--- src/rtl/err_router_pkg.sv ---
package err_router_pkg;

    localparam int CODE_W = 3;

    typedef enum logic [2:0] {
        E_NONE      = 3'h0,
        E_MACRO     = 3'h1,
        E_ECC_CORR  = 3'h2,
        E_ECC_UNC   = 3'h3,
        E_BLANK     = 3'h4,
        E_ACCESS    = 3'h5,
        E_CHECK     = 3'h6,
        E_FSM       = 3'h7
    } err_code_e;

    typedef enum logic [1:0] {
        AGT_DIRECT,
        AGT_LIFECYCLE,
        AGT_PART
    } agent_kind_e;

    typedef enum logic [1:0] {
        S_CLEAR,
        S_RECOV,
        S_TERM
    } slot_state_e;

endpackage

--- src/rtl/err_classify.sv ---
module err_classify
    import err_router_pkg::*;
#(
    parameter agent_kind_e KIND   = AGT_DIRECT,
    parameter bit          VENDOR = 1'b0
) (
    input  logic [CODE_W-1:0] raw_i,
    output logic [CODE_W-1:0] eff_o,
    output logic              recov_o
);

    always_comb begin
        eff_o   = raw_i;
        recov_o = 1'b0;
        unique case (err_code_e'(raw_i))
            E_NONE:     recov_o = 1'b1;
            E_ECC_CORR: recov_o = 1'b1;
            E_ACCESS:   recov_o = 1'b1;
            E_ECC_UNC: begin
                if (KIND == AGT_PART && VENDOR) begin
                    eff_o   = E_ECC_CORR;
                    recov_o = 1'b1;
                end
            end
            E_BLANK:    recov_o = (KIND == AGT_DIRECT);
            E_MACRO, E_CHECK, E_FSM: recov_o = 1'b0;
            default:    recov_o = 1'b0;
        endcase
    end

endmodule

--- src/rtl/err_slot.sv ---
module err_slot
    import err_router_pkg::*;
#(
    parameter agent_kind_e KIND   = AGT_DIRECT,
    parameter bit          VENDOR = 1'b0
) (
    input  logic              clk_i,
    input  logic              rst_ni,
    input  logic              valid_i,
    input  logic [CODE_W-1:0] code_i,
    input  logic              start_i,
    output logic              accept_o,
    output logic [CODE_W-1:0] code_o,
    output logic              term_o,
    output logic              macro_o
);

    slot_state_e       state_q, state_d;
    logic [CODE_W-1:0] code_q, code_d;
    logic [CODE_W-1:0] eff;
    logic              recov;

    err_classify #(.KIND(KIND), .VENDOR(VENDOR)) u_cls (
        .raw_i  (code_i),
        .eff_o  (eff),
        .recov_o(recov)
    );

    always_comb begin
        state_d = state_q;
        code_d  = code_q;
        unique case (state_q)
            S_CLEAR: begin
                if (valid_i && eff != E_NONE) begin
                    state_d = recov ? S_RECOV : S_TERM;
                    code_d  = eff;
                end
            end
            S_RECOV: begin
                if (valid_i) begin
                    code_d = eff;
                    if (eff == E_NONE) state_d = S_CLEAR;
                    else               state_d = recov ? S_RECOV : S_TERM;
                end else if (start_i) begin
                    state_d = S_CLEAR;
                    code_d  = E_NONE;
                end
            end
            S_TERM:  ;
            default: begin
                state_d = S_TERM;
                code_d  = E_FSM;
            end
        endcase
    end

    always_ff @(posedge clk_i or negedge rst_ni) begin
        if (!rst_ni) begin
            state_q <= S_CLEAR;
            code_q  <= '0;
        end else begin
            state_q <= state_d;
            code_q  <= code_d;
        end
    end

    always_comb begin
        accept_o = valid_i && (state_q != S_TERM) && (eff != E_NONE);
        code_o   = code_q;
        term_o   = (state_q == S_TERM);
        macro_o  = (code_q == E_MACRO) || (code_q == E_ECC_UNC);
    end

    a_r8_term_holds: assert property (@(posedge clk_i) disable iff (!rst_ni)
        term_o |=> (term_o && $stable(code_o)));

    a_r2_recov_no_term: assert property (@(posedge clk_i) disable iff (!rst_ni)
        (valid_i && !term_o && (code_i == E_ECC_CORR || code_i == E_ACCESS)) |=> !term_o);

    a_r3_start_clears: assert property (@(posedge clk_i) disable iff (!rst_ni)
        (state_q == S_RECOV && start_i && !valid_i) |=> (code_o == E_NONE));

    generate
        if (KIND == AGT_PART && VENDOR) begin : g_vend_chk
            a_r7_vendor_no_unc: assert property (@(posedge clk_i) disable iff (!rst_ni)
                (valid_i && !term_o && code_i == E_ECC_UNC) |=> (!term_o && code_o == E_ECC_CORR));
        end
    endgenerate

endmodule

--- src/rtl/err_router.sv ---
module err_router
    import err_router_pkg::*;
#(
    parameter int                  NUM_PART    = 4,
    parameter logic [NUM_PART-1:0] VENDOR_MASK = 4'b0001
) (
    input  logic                             clk_i,
    input  logic                             rst_ni,
    input  logic [NUM_PART+1:0]              rep_valid_i,
    input  logic [CODE_W*(NUM_PART+2)-1:0]   rep_code_i,
    input  logic [NUM_PART+1:0]              op_start_i,
    input  logic                             irq_clr_i,
    output logic [CODE_W*(NUM_PART+2)-1:0]   status_code_o,
    output logic [NUM_PART+1:0]              terminal_o,
    output logic                             irq_o,
    output logic                             fatal_macro_o,
    output logic                             fatal_check_o
);

    localparam int NUM_AGENTS = NUM_PART + 2;
    localparam logic [NUM_AGENTS-1:0] VEND_ALL = {VENDOR_MASK, 2'b00};

    logic [NUM_AGENTS-1:0] accept;
    logic [NUM_AGENTS-1:0] macro;
    logic                  irq_q;

    generate
        for (genvar a = 0; a < NUM_AGENTS; a++) begin : g_agent
            localparam agent_kind_e KIND_A = (a == 0) ? AGT_DIRECT :
                                             (a == 1) ? AGT_LIFECYCLE : AGT_PART;
            err_slot #(.KIND(KIND_A), .VENDOR(VEND_ALL[a])) u_slot (
                .clk_i   (clk_i),
                .rst_ni  (rst_ni),
                .valid_i (rep_valid_i[a]),
                .code_i  (rep_code_i[a*CODE_W +: CODE_W]),
                .start_i (op_start_i[a]),
                .accept_o(accept[a]),
                .code_o  (status_code_o[a*CODE_W +: CODE_W]),
                .term_o  (terminal_o[a]),
                .macro_o (macro[a])
            );
        end
    endgenerate

    always_ff @(posedge clk_i or negedge rst_ni) begin
        if (!rst_ni)        irq_q <= 1'b0;
        else if (|accept)   irq_q <= 1'b1;
        else if (irq_clr_i) irq_q <= 1'b0;
    end

    always_comb begin
        irq_o         = irq_q;
        fatal_macro_o = |(terminal_o & macro);
        fatal_check_o = |(terminal_o & ~macro);
    end

    a_r9_irq_sets: assert property (@(posedge clk_i) disable iff (!rst_ni)
        (|accept) |=> irq_o);

    a_r10_macro_needs_term: assert property (@(posedge clk_i) disable iff (!rst_ni)
        fatal_macro_o |-> (|terminal_o));

    a_r8_check_sticky: assert property (@(posedge clk_i) disable iff (!rst_ni)
        fatal_check_o |=> fatal_check_o);

    a_r8_macro_sticky: assert property (@(posedge clk_i) disable iff (!rst_ni)
        fatal_macro_o |=> fatal_macro_o);

endmodule

--- config.mk ---
export PLATFORM = sky130hd
export DESIGN_NAME = err_router
export DESIGN_NICKNAME = d
export VERILOG_FILES = /design/src/rtl/err_router_pkg.sv /design/src/rtl/err_classify.sv /design/src/rtl/err_slot.sv /design/src/rtl/err_router.sv
export SDC_FILE = /design/constraint.sdc
export NUM_CORES = 1
export LEC_CHECK = 0
export ABC_AREA = 1
export CAP_MARGIN = 20
export CORE_MARGIN = 5
export CORE_UTILIZATION = 30
export DETAILED_ROUTE_END_ITERATION = 10
export SYNTH_ARGS = -nofsm -noshare
export SYNTH_HDL_FRONTEND = slang
export SYNTH_HIERARCHICAL = 1
export SYNTH_SLANG_ARGS = --single-unit
--- constraint.sdc ---
create_clock -name clk_i -period 1.08 [get_ports clk_i]
set_input_delay 0.216 -clock clk_i [delete_from_list [all_inputs] [get_ports clk_i]]
set_output_delay 0.216 -clock clk_i [all_outputs]
set_load 0.01 [all_outputs]
==> results.yml, run 1 <==
cells_and_area:
  antennaDiodeCount: 0
  nNetsFinal: 554
  final_cells: 623
  layout_commonest_cell: "nand2_1"
  drive_above_1_share: 0.4472
  most-common-layout-cells: "nand2_1, inv_1, buf_4"
  syn_to_final_growth_pct: 72.66
min_path:
  hold_path.class: "in -> async"
clock_tree:
  cts.clk_slew.worst_paths_ns: 0.07
  htree_levels: 2
  cts.path.max_buffers: 2
  cts-buffers-inserted: 5
  cts_tree: "yes"
  cts_sinks: 31
  cts-root-buf: "clkbuf_8"
  clk_latency_ns: 0.27
  cts-hold-fix-buffers: 0
grt:
  use_met3: 0.03326
  grt_util_met2: 0.2210
  gr-total-overflow: 0
  top_usage_layer: "met2"
  grt_util_met1: 0.1684
  grt_max_degree: 32
  grt_use_total: 0.1294
  grt_first_pass_wirelength_um: 10740
  antenna_found_initial: 0
  first_global_vias: 2470
timing:
  finalMaxSlewViolations: 0
  fin_setup_tns_ns: -4.986
  hold_viol_final: 0
  setup_ws_ns: -0.3961
  slew_headroom: 0.8754
  finClkSkew_ns: 0.005955
  fmax_ghz: 0.6774
  grt_setup_unrepaired: "yes"
  worst_pin_slew_ns: 0.1870
  setup_viol: 51
  post-route-period-util: 1.367
  fin_crit_ns: 1.476
yosys:
  synth_top_area_cell: "dfrtp_1"
  synth_area_leaders: "dfrtp_1, nand2_1, inv_1"
  ys_warn_count: 6
  seq_area_frac_synth: 0.3298
  netlist_instances: 387
  netlist_area_sq_um: 2352
  synth_top_area_frac: 0.3298
  ys_ff_latch: 31
  syn_area_per_cell_sq_um: 6.078
  ys_types: 14
  synth_nets: 420
power:
  power_density_nw_per_um2: 689.0
  power_leakage_nw: 2.253
  ir_drop_mv: 0.4053
detailed_routing:
  wl_per_cell_um: 10.49
  drt_iter0_drc: 92
  ant_nets: 0
  drt-pass1-iter-count: 4
  wl_um: 6535
  vias: 2600
  drc: 0
  viasPerCell: 4.173
die:
  fp.dieArea_sq_um: 9712
  coreArea_sq_um: 7687
  die_h_um: 98.55
  die_w_um: 98.55
  start_util: 0.3060
  ios: 60
  rows: 32
placed_design:
  pre_cts_ws_ns: -0.4885
  dp.cells: 588
  place_hpwl_um: 4776
  portBuffers: 59
  gp_congestion: 0.8297
worst_setup_path:
  r2r_start: "g_agent[2].u_slot/state_q[0]"
  crit_path_start_kind: "register"
  critical_path_class: "reg -> out"
  worstSetupEndpointType: "output pin"
  regToRegEndpoint: "g_agent[2].u_slot/state_q[1]"
  crit_fanout: 2
  cp_data_arrival_time_ns: 1.26
  reg2reg_slack_ns: -0.18
  required_ns: 0.86
  reg2reg_depth: 9
status:
  run_status: "finished, violations left"
  failed_checks: "negative setup slack"
flow_run:
  cap_violations: 0
area by class of cell:
cell class | count | area [sq um]
clock buffers | 6 | 82.58
inverters | 70 | 275.3
flip-flops and latches | 31 | 775.7
fillers | 751 | 3626
clock inverters | 1 | 5.005
repair buffers | 144 | 1336
well taps | 102 | 127.6
multi-input cells | 269 | 1459
per-layer routing:
metal | vias up | wire (um)
met1 | 1153 | 2969
li1 | 1397 | -
met3 | 4 | 307
met4 | 0 | 40
met5 | - | 0
met2 | 46 | 3217
cell usage after synthesis:
master,number
nor2_1,29
nand3_1,23
nor2_2,12
nand2_1,154
o21ai_1,1
nand2_4,6
a21oi_1,25
nand4_1,1
nand2_2,18
clkbuf_1,2
inv_2,1
dfrtp_1,31
buf_4,15
inv_1,69
cells by family after synthesis:
family          count (synthesis)  share of synthesized area
compound gates                 26                    0.05532
flops                          31                     0.3298
buf+inv                        87                     0.1628
simple gates                  243                     0.4521
where the power goes:
group          total, W  internal (W)  switching, W
logic          0.000645      0.000352      0.000293
registers       0.00123       0.00120     0.0000278
clock network  0.000921      0.000500      0.000421
worst max path at each step:
stage	startpoint	slack, ns	cells past startpoint	to
floorplan	g_agent[2].u_slot/state_q[1]	-0.01	6	fatal_check_o
global placement	g_agent[4].u_slot/code_o[2]	-0.46	7	fatal_check_o
detailed placement	rep_code_i[8]	-0.49	10	g_agent[2].u_slot/state_q[1]
CTS	g_agent[0].u_slot/code_o[0]	-0.42	8	fatal_check_o
global route	g_agent[1].u_slot/code_o[2]	-0.49	7	fatal_check_o
finish	g_agent[1].u_slot/code_o[2]	-0.40	7	fatal_check_o
critical path, stage by stage, from the launching register on:
cell and delay [ns]:
dfrtp_1 0.40, nor2_2 0.13, inv_1 0.05, nand2_1 0.05, nand2_1 0.06, nor2_2 0.11
nand2_2 0.07, buf_6 0.12
stage by stage:
stage	util	area, sq um	power (W)	hold slack [ns]
after floorplan	-	2400	0.001505	-0.07959
after global placement	0.4473	3438	0.001860	0.5083
after detailed placement	0.4473	3438	0.001862	0.4968
after CTS	0.4941	3799	0.002809	0.3150
after global routing	0.5283	4061	0.002949	0.3250
final	0.5283	4061	0.002798	0.3035
registers in the layout, indices dropped and copies added (netlist names):
register	count
g_agent.u_slot/state_q	12
irq_o	1
g_agent.u_slot/code_o	18
repair_timing:
action | 4_1_cts | 5_1_grt
pin swaps | 32 | 31
resized for setup | 187 | 64
buffers inserted | 21 | 17
endpoints found under the setup margin | 58 | 51
(Power assumes the default switching activity.)
==> run 2: changes to the inputs <==
CTS_CLUSTER_DIAMETER = 120   (was default)
GPL_ROUTABILITY_DRIVEN = 0   (was default)
clock period = 1.4 ns   (was 1.08 ns; I/O delays follow)
==> run 2 against run 1 <==
Effect of this change: the flow still finishes with violations (negative setup slack); flip-flop and latch count unchanged; cell area down 14%; sequential share of layout area grew 3.2 points; combinational power shrank 33%; non-clock buffer count fell by 28; routed wire length decreased by 15%; worst setup slack better by 0.26 ns; clock skew increased by 0.0011 ns; power is 25% lower.
==> results.yml, run 2 (synthesized netlist as in run 1, its figures left out) <==
power:
  seqPwrFrac: 0.455
  power_switching_w: 0.0005401
  power_leakage_nw: 1.965
  power_density_nw_per_um2: 598.6
  switching_share: 0.2590
  clkPwrFrac: 0.338
  internal_power_w: 0.001545
  power.total_w: 0.002085
  ir_drop_mv: 0.2952
  power_frac_comb: 0.208
clock_tree:
  cts_tree: "yes"
  cts-buffers-inserted: 5
  cts.clk_slew.worst_paths_ns: 0.07
  cts.path.max_buffers: 2
  cts_sinks: 31
  htree_levels: 2
  cts-root-buf: "clkbuf_8"
  clk_latency_ns: 0.28
detailed_routing:
  drt-pass1-iter-count: 4
  wl_per_cell_um: 9.375
  vias: 2510
  drc: 0
  ant_nets: 0
  viasPerCell: 4.218
  wl_um: 5578
  drt_iter0_drc: 39
timing:
  setup_viol: 2
  slew_headroom: 0.8839
  fmax_ghz: 0.6498
  setup_ws_ns: -0.1390
  post-route-period-util: 1.099
  grt_setup_unrepaired: "yes"
  fin_crit_ns: 1.539
  worst_pin_slew_ns: 0.1741
  finalMaxSlewViolations: 0
  finClkSkew_ns: 0.007075
  hold_viol_final: 0
worst_setup_path:
  crit_fanout: 2
  worstSetupEndpointType: "output pin"
  path_cells: "nor2_2 > inv_1 > nand2_1 > nand2_1 > nor2_2 > nand2_1 > buf_2"
  max_stage_delay_ns: 0.39
  required_ns: 1.12
  critPathTopFamily: "simple AND/OR/NAND/NOR gates"
  reg2reg_depth: 8
  critical_path_depth: 7
  critical_path_class: "reg -> out"
  cp.buffers_inverters: 2
  crit_path_start_kind: "register"
  cp_data_arrival_time_ns: 1.26
  cp_slowest_cell: "dfrtp_1"
  crit_path_frequent_cell: "nand2_1"
die:
  coreArea_sq_um: 7687
  rows: 32
  start_util: 0.3060
  die_w_um: 98.55
  die_h_um: 98.55
  fp.dieArea_sq_um: 9712
  ios: 60
grt:
  grt_use_total: 0.1211
  grt_max_degree: 32
  first_global_vias: 2329
  gr-total-overflow: 0
  antenna_found_initial: 0
  grt_first_pass_wirelength_um: 9949
cells_and_area:
  syn_to_final_growth_pct: 48.09
  seqCellArea_sq_um: 775.7
  final_cells: 595
  antennaDiodeCount: 0
  drive_above_1_share: 0.2637
  largest_reg_flops: 18
  nNetsFinal: 526
  most-common-layout-cells: "nand2_1, inv_1, buf_4"
  multiInputGateArea_sq_um: 1252
  fillCellCount: 814
  layout_commonest_cell: "nand2_1"
status:
  run_status: "finished, violations left"
  failed_checks: "negative setup slack"
placed_design:
  place_hpwl_um: 4627
  dp.cells: 578
  portBuffers: 59
min_path:
  hold_path.class: "in -> async"
flow_run:
  cap_violations: 0
## run 2: power groups by stage
| stage | combinational, W | sequential, W | clock, W |
|---|---|---|---|
| global placement | 0.000454 | 0.000963 | 0 |
| CTS | 0.000432 | 0.000948 | 0.000740 |
| global route | 0.000487 | 0.000952 | 0.000772 |
| finish | 0.000433 | 0.000948 | 0.000704 |
| floorplan | 0.000177 | 0.000984 | 0 |
| detailed placement | 0.000455 | 0.000965 | 0 |
## run 2: per-layer routing
layer,vias up,wire length (um),global-route usage
li1,1348,-,-
met1,1110,2630,0.1518
met2,48,2593,0.2007
met3,4,308,0.03892
met4,0,45,0.03256
met5,-,0,0
## run 2: metrics by stage
step	instance area [sq um]	hold slack (ns)	TNS, ns	util	setup slack, ns
floorplan	2352	-0.01559	0	-	0.07276
finish	3483	0.3624	-0.2442	0.4531	-0.1390
global route	3483	0.3817	-0.4333	0.4531	-0.2642
global placement	3316	0.4950	-2.768	0.4313	-0.2608
detailed placement	3316	0.4968	-3.104	0.4313	-0.2725
CTS	3425	0.3612	-0.3107	0.4455	-0.1764
## run 2: worst paths after layout
check,to,from,slack (ns)
max in group asynchronous,g_agent[3].u_slot/code_o[1],rst_ni,0.87
hold / removal,g_agent[1].u_slot/code_o[0],rst_ni,0.36
min in group clk_i,g_agent[2].u_slot/code_o[1],g_agent[2].u_slot/code_o[1],0.51
setup reg to reg,g_agent[3].u_slot/code_o[0],g_agent[3].u_slot/state_q[1],0.15
setup / recovery,fatal_check_o,g_agent[5].u_slot/code_o[2],-0.14
hold reg to reg,g_agent[2].u_slot/code_o[1],g_agent[2].u_slot/code_o[1],0.51
## run 2: repair_timing
action | 4_1_cts | 5_1_grt
gates resized for setup | 66 | 17
endpoints found under the setup margin | 27 | 11
buffers inserted | 6 | 4
hold buffers | 0 | 0
hold endpoints to repair | 0 | 0
pin swaps | 9 | 10
## run 2: final cells by class
type	instances	area share
Clock buffer	6	0.02371
Clock inverter	1	0.001437
Inverter	70	0.07543
Multi-Input combinational cell	269	0.3596
Sequential cell	31	0.2227
Tap cell	102	0.03664
Timing Repair Buffer	116	0.2805
==> run 3: changes to the inputs <==
SLEW_MARGIN = 10   (was default)
==> results of run 3 <==
Final layout, timing and power as in run 2 (identical DEF).
